### src/rtl/spi_rx_pkg.sv
package spi_rx_pkg;
  // Kind of bus access latched into the one-cycle read pulse
  typedef enum logic [1:0] {
    RD_NONE  = 2'd0,
    RD_DATA  = 2'd1,
    RD_STAT  = 2'd2,
    RD_OTHER = 2'd3
  } rd_kind_t;
endpackage

### src/rtl/spi_rx_sync.sv
module spi_rx_sync #(
  parameter int WIDTH = 3,
  parameter int STAGES = 2,
  parameter logic [WIDTH-1:0] RST_VAL = '0
) (
  input  logic             clk,
  input  logic             rst,
  input  logic [WIDTH-1:0] d_in,
  output logic [WIDTH-1:0] d_out
);
  logic [WIDTH-1:0] stage_q [STAGES];

  for (genvar g = 0; g < STAGES; g++) begin : g_stage
    if (g == 0) begin : g_first
      always_ff @(posedge clk) begin
        if (rst) stage_q[0] <= RST_VAL;
        else     stage_q[0] <= d_in;
      end
    end else begin : g_next
      always_ff @(posedge clk) begin
        if (rst) stage_q[g] <= RST_VAL;
        else     stage_q[g] <= stage_q[g-1];
      end
    end
  end

  assign d_out = stage_q[STAGES-1];
endmodule

### src/rtl/spi_rx_shifter.sv
module spi_rx_shifter #(
  parameter int BYTE_W = 8
) (
  input  logic              clk,
  input  logic              rst,
  input  logic              sclk_s,
  input  logic              cs_n_s,
  input  logic              mosi_s,
  output logic              byte_done,
  output logic [BYTE_W-1:0] byte_val
);
  localparam int CNT_W = $clog2(BYTE_W);
  localparam logic [CNT_W-1:0] LAST = CNT_W'(BYTE_W - 1);

  logic              sclk_prev;
  logic [CNT_W-1:0]  bit_cnt;
  logic [BYTE_W-2:0] shreg;
  logic              sclk_rise;

  assign sclk_rise = sclk_s & ~sclk_prev;

  always_ff @(posedge clk) begin
    if (rst) begin
      sclk_prev <= 1'b0;
      bit_cnt   <= '0;
      shreg     <= '0;
      byte_done <= 1'b0;
      byte_val  <= '0;
    end else begin
      sclk_prev <= sclk_s;
      byte_done <= 1'b0;
      if (cs_n_s) begin
        bit_cnt <= '0;
      end else if (sclk_rise) begin
        shreg <= {shreg[BYTE_W-3:0], mosi_s};
        if (bit_cnt == LAST) begin
          bit_cnt   <= '0;
          byte_done <= 1'b1;
          byte_val  <= {shreg, mosi_s};
        end else begin
          bit_cnt <= bit_cnt + 1'b1;
        end
      end
    end
  end

  // A byte needs several serial edges, so completion never repeats back to back
  AST_DONE_SINGLE: assert property (@(posedge clk) disable iff (rst)
    byte_done |=> !byte_done);
endmodule

### src/rtl/spi_rx_regs.sv
module spi_rx_regs
  import spi_rx_pkg::*;
#(
  parameter int BYTE_W = 8,
  parameter int ADDR_W = 2,
  parameter logic [ADDR_W-1:0] DATA_ADDR = '0,
  parameter logic [ADDR_W-1:0] STAT_ADDR = ADDR_W'(1)
) (
  input  logic              clk,
  input  logic              rst,
  input  logic              byte_done,
  input  logic [BYTE_W-1:0] byte_val,
  input  logic              bus_rd,
  input  logic [ADDR_W-1:0] bus_addr,
  output logic [BYTE_W-1:0] bus_rdata,
  output logic              bus_rvalid,
  output logic              rxne,
  output logic              ovr
);
  rd_kind_t          rd_dec, rd_q;
  logic [BYTE_W-1:0] rx_data_q;
  logic [BYTE_W-1:0] stat_word;
  logic              rd_data_pulse;

  always_comb begin
    if (!bus_rd)                 rd_dec = RD_NONE;
    else if (bus_addr == DATA_ADDR) rd_dec = RD_DATA;
    else if (bus_addr == STAT_ADDR) rd_dec = RD_STAT;
    else                         rd_dec = RD_OTHER;
  end

  assign rd_data_pulse = (rd_q == RD_DATA);

  always_comb begin
    stat_word    = '0;
    stat_word[0] = rxne;
    stat_word[1] = ovr;
  end

  // Registered read pulse, one cycle per strobe
  always_ff @(posedge clk) begin
    if (rst) rd_q <= RD_NONE;
    else     rd_q <= rd_dec;
  end

  // Flags: set has priority over clear
  always_ff @(posedge clk) begin
    if (rst) begin
      rxne      <= 1'b0;
      ovr       <= 1'b0;
      rx_data_q <= '0;
    end else begin
      if (byte_done)          rxne <= 1'b1;
      else if (rd_data_pulse) rxne <= 1'b0;

      if (byte_done && rxne && !rd_data_pulse) ovr <= 1'b1;
      else if (rd_q == RD_STAT)                ovr <= 1'b0;

      if (byte_done) rx_data_q <= byte_val;
    end
  end

  // Bus return path
  always_ff @(posedge clk) begin
    if (rst) begin
      bus_rdata  <= '0;
      bus_rvalid <= 1'b0;
    end else begin
      bus_rvalid <= (rd_q != RD_NONE);
      case (rd_q)
        RD_DATA:  bus_rdata <= rx_data_q;
        RD_STAT:  bus_rdata <= stat_word;
        RD_OTHER: bus_rdata <= '0;
        default:  bus_rdata <= bus_rdata;
      endcase
    end
  end

  AST_LOAD_SETS: assert property (@(posedge clk) disable iff (rst)
    byte_done |=> rxne);
  AST_SET_WINS: assert property (@(posedge clk) disable iff (rst)
    (byte_done && rd_data_pulse) |=> (rxne && !$past(ovr) == !ovr));
  AST_DATA_CLEARS: assert property (@(posedge clk) disable iff (rst)
    (rd_data_pulse && !byte_done) |=> !rxne);
  AST_OVR_ON_UNREAD: assert property (@(posedge clk) disable iff (rst)
    (byte_done && rxne && !rd_data_pulse) |=> ovr);
  AST_NO_FALSE_OVR: assert property (@(posedge clk) disable iff (rst)
    (!ovr && !(byte_done && rxne && !rd_data_pulse)) |=> !ovr);
  AST_STAT_KEEPS: assert property (@(posedge clk) disable iff (rst)
    (rd_q == RD_STAT && rxne) |=> rxne);
endmodule

### src/rtl/spi_rx_port.sv
module spi_rx_port
  import spi_rx_pkg::*;
#(
  parameter int BYTE_W = 8,
  parameter int SYNC_STAGES = 2,
  parameter int ADDR_W = 2,
  parameter logic [ADDR_W-1:0] DATA_ADDR = '0,
  parameter logic [ADDR_W-1:0] STAT_ADDR = ADDR_W'(1)
) (
  input  logic              clk,
  input  logic              rst,
  input  logic              spi_sclk,
  input  logic              spi_cs_n,
  input  logic              spi_mosi,
  input  logic              bus_rd,
  input  logic [ADDR_W-1:0] bus_addr,
  output logic [BYTE_W-1:0] bus_rdata,
  output logic              bus_rvalid,
  output logic              rx_ready,
  output logic              rx_overrun
);
  localparam int PINS = 3;
  localparam logic [PINS-1:0] PIN_RST = 3'b010; // {sclk, cs_n, mosi}

  logic [PINS-1:0]   pins_s;
  logic              byte_done;
  logic [BYTE_W-1:0] byte_val;

  spi_rx_sync #(
    .WIDTH  (PINS),
    .STAGES (SYNC_STAGES),
    .RST_VAL(PIN_RST)
  ) u_sync (
    .clk  (clk),
    .rst  (rst),
    .d_in ({spi_sclk, spi_cs_n, spi_mosi}),
    .d_out(pins_s)
  );

  spi_rx_shifter #(
    .BYTE_W(BYTE_W)
  ) u_shift (
    .clk      (clk),
    .rst      (rst),
    .sclk_s   (pins_s[2]),
    .cs_n_s   (pins_s[1]),
    .mosi_s   (pins_s[0]),
    .byte_done(byte_done),
    .byte_val (byte_val)
  );

  spi_rx_regs #(
    .BYTE_W   (BYTE_W),
    .ADDR_W   (ADDR_W),
    .DATA_ADDR(DATA_ADDR),
    .STAT_ADDR(STAT_ADDR)
  ) u_regs (
    .clk       (clk),
    .rst       (rst),
    .byte_done (byte_done),
    .byte_val  (byte_val),
    .bus_rd    (bus_rd),
    .bus_addr  (bus_addr),
    .bus_rdata (bus_rdata),
    .bus_rvalid(bus_rvalid),
    .rxne      (rx_ready),
    .ovr       (rx_overrun)
  );
endmodule

### config.mk
export PLATFORM = sky130hd
export DESIGN_NAME = spi_rx_port
export DESIGN_NICKNAME = d
export VERILOG_FILES = /design/src/rtl/spi_rx_pkg.sv /design/src/rtl/spi_rx_sync.sv /design/src/rtl/spi_rx_shifter.sv /design/src/rtl/spi_rx_regs.sv /design/src/rtl/spi_rx_port.sv
export SDC_FILE = /design/constraint.sdc
export NUM_CORES = 1
export LEC_CHECK = 0
export CAP_MARGIN = 40
export CORE_MARGIN = 2
export CORE_UTILIZATION = 58
export DETAILED_ROUTE_END_ITERATION = 6
export GPL_TIMING_DRIVEN = 1
export PLACE_DENSITY_LB_ADDON = 0.3
export REMOVE_ABC_BUFFERS = 1
export SETUP_SLACK_MARGIN = 0.15
export SLEW_MARGIN = 15
export SYNTH_ARGS = -nofsm -noshare
export SYNTH_HDL_FRONTEND = slang
export SYNTH_SLANG_ARGS = --single-unit
### constraint.sdc
create_clock -name clk -period 4.2 [get_ports clk]
set_input_delay 0.84 -clock clk [delete_from_list [all_inputs] [get_ports clk]]
set_output_delay 0.84 -clock clk [all_outputs]
set_load 0.1 [all_outputs]
==> impl_results.md <==
- Setup violators final: 0
- Row Count: 19
- Max cap viols: 0
- Min-Delay Path Class: flip-flop to flip-flop
- Top-count cell post-synth: dfxtp_1
- CTS Sinks: 47
- DRC: 0
- Fin Clk Skew: between 0.002 and 0.003 ns
- Final instance area: 0.002130 sq mm
- Synth warn: 0
- Count of cell types in the netlist: 20
- RSZ-0062 raised after global routing: false
- Largest family of logic cells by synthesized area: simple AND/OR/NAND/NOR gates
- Iter 0 DRT Violations: 21
- Largest net degree at the start of global routing: 28
- Clk_lat worst skew: 0.35 ns
- Ys flop type: dfxtp_1
- Diode count: 0
- DR pass1 iterations: 4
- Num CTS Buffers: 5
- Register area share after synthesis: 55.33%
- Post-synthesis simple-gate area fraction: a little under a fifth
- Tcrit/Tclk final: 57.06%
- Fin Setup TNS: 0 ns
- Overall Global Routing Usage: 20.52%
- Post-detail-place hpwl: 2230 microns
- Gpl congestion: 0.7469
- Fin nets: between 200 and 250
- Pins over their slew limit: 0
- H-tree Lvls: 2
- ANT nets after route: 0
- First-pass GRT wire length: 5161 microns
- Synth top cells by count: 47 x dfxtp_1, 30 x nor2_1, 27 x mux2i_1, 14 x nand2_1, 9 x a21oi_1
- Layout cells sized above 1: 12.76%
- Pleak: 0.0007788 uW
- Number of setup buffers added after CTS: 0
- Post-CTS Resized: 0
- Fin crit period: 2.397 ns
- Worst VDD drop: 0.0003498 V
- Vias per cell: 5.308
- Clk slew on worst S/H paths: between 0.1 and 0.15 ns
- XOR/XNOR share of the synthesized area: 0%
- Leading area contributor after synthesis: dfxtp_1
- Core area: 0.002781 sq mm
- Post-DP Area: 0.002061 sq mm
- Max Buffers Root-to-Sink: 2
- Area contributors post-synth: dfxtp_1 55%, mux2i_1 16%, nor2_1 6.6%
- Die Wd: approximately 58 microns
- Total number of vias: 1205
- Mux contribution to synthesized area: between 15 and 20%
- Vias in the first global route: 1208
- Required @ worst endpoint: ~3.4 ns
- Critical path capture point type: primary output
- CTS tree: built
- Die span in y: 58.15 microns
- GRT overflow: 0
- Area share of fa/ha/maj cells after synthesis: 2.208%
- Effective utilization at floorplan: between 60 and 70%
- Status: finished clean
- Post-synth EDFFs: 0
- #FFs+latches synth: 47
- CP arrival: 1.56 ns
- Root Driver: clkbuf_4
- Die Area: 0.003381 sq mm
- Tightest Pin Transition: roughly 0.56 ns
- Setup Crit Path Kind: flip-flop to primary output
- IO Port Bufs: 18
- Top-area cell type share of the netlist area: 55.33%
- Post-synthesis compound-gate area fraction: 4.121%
- Critical Path Start Type: flip-flop
- Avg Inst Size Synth: 10.24 sq um
- Avg WL per Cell: 13.09 microns
- Layout overhead on the synthesized area: 25.24%
- Initial antenna violation count: 0
- Synth Instances: 166
- CP Max Fanout: 4
- Post-Syn Area: about 0.0017 sq mm
- Pwr dens: 339.7 mW/mm^2
- Slew margin rel.: between 60% and 70%
- FMAX: roughly 0.42 GHz
- Share of async-settable or async-resettable flops after synthesis: 0%
- # hold bufs at CTS: 0
- Wirelength, routed: 2971 microns
- Final number of hold-violating endpoints: 0
- I/O pin cnt: 19
[final timing paths]
kind | start | end | slack [ns] | cells after the start
worst max-delay path | u_regs.rxne | rx_ready | 1.80 | 2
worst min-delay path | u_sync.stage_q[0][1] | u_sync.stage_q[1][1] | 0.43 | 1
worst max register to register | u_shift.bit_cnt[0] | u_shift.byte_val[2] | 2.63 | 5
worst min register to register | u_sync.stage_q[0][1] | u_sync.stage_q[1][1] | 0.43 | 1
[per-stage QoR]
step | power, uW | util [%] | worst slack (ns) | hold WS (ns) | cells
2_1_floorplan | 478.5 | - | 2.404 | 0.3895 | 157
3_3_place_gp | 493.6 | 67.16 | 1.672 | 0.3948 | 207
3_5_place_dp | 500.4 | 74.09 | 1.988 | 0.4046 | 219
4_1_cts | 725.1 | 76.56 | 1.804 | 0.4359 | 227
5_1_grt | 749.0 | 76.56 | 1.733 | 0.4464 | 227
6_report | 723.4 | 76.56 | 1.803 | 0.4310 | 227
[cell type report]
type	instances	area, sq um
clock buffer	8	68.82
fill	193	651.9
inverter	1	3.754
multi-input combinational	109	696.9
sequential	47	940.9
tap	31	38.79
timing repair buffer	31	380.4
[routing by layer]
| layer | wire length, microns | global-route usage, % | vias to the layer above |
|---|---|---|---|
| met5 | 0 | 0 | - |
| met1 | 1282 | 21.81 | 562 |
| met2 | 1507 | 37.18 | 21 |
| met4 | 67 | 7.309 | 0 |
| li1 | - | - | 613 |
| met3 | 113 | 7.366 | 9 |
[power breakdown]
part	total, uW	internal, uW	switching (uW)
Combinational	34.8	18.0	16.8
Sequential	456	450	5.27
Clock	233	98.7	134
[flip-flops by register name, summed over array words and instances (netlist names)]
name               flops
u_regs.bus_rvalid      1
u_shift.sclk_prev      1
u_regs.rxne            1
u_regs.rd_q            2
u_sync.stage_q         6
u_regs.rx_data_q       8
u_regs.ovr             1
u_shift.shreg          7
u_shift.byte_done      1
u_shift.byte_val       8
u_shift.bit_cnt        3
u_regs.bus_rdata       8
[kinds of logic (layout without fill, tap and decap cells)]
group           Yosys count  in the layout
mux                      27             27
compound gates           12             12
flops                    47             47
simple gates             67             67
fa+ha+maj                 3              3
buf+inv                  10             40
[placed cells by master, fill, tap and decap left out]
cell,instances
buf_16,1
nor3_1,4
buf_8,11
and4bb_2,1
ha_1,3
a21oi_1,9
dfxtp_1,47
nor2_1,30
nand2b_1,5
and3_1,1
nand2_1,14
a22oi_1,1
clkbuf_1,1
inv_1,1
mux2i_1,27
nor3b_2,1
o32ai_1,2
clkbuf_4,5
or3b_1,1
or2_2,3
clkdlybuf4s50_1,18
clkbuf_8,2
buf_4,1
nor2b_1,7
[critical path, stage by stage, from the launching register on]
cell	delay, ns
dfxtp_1	0.41
clkdlybuf4s50_1	0.57
buf_8	0.21
No activity file was read; power rests on OpenSTA's default activity.
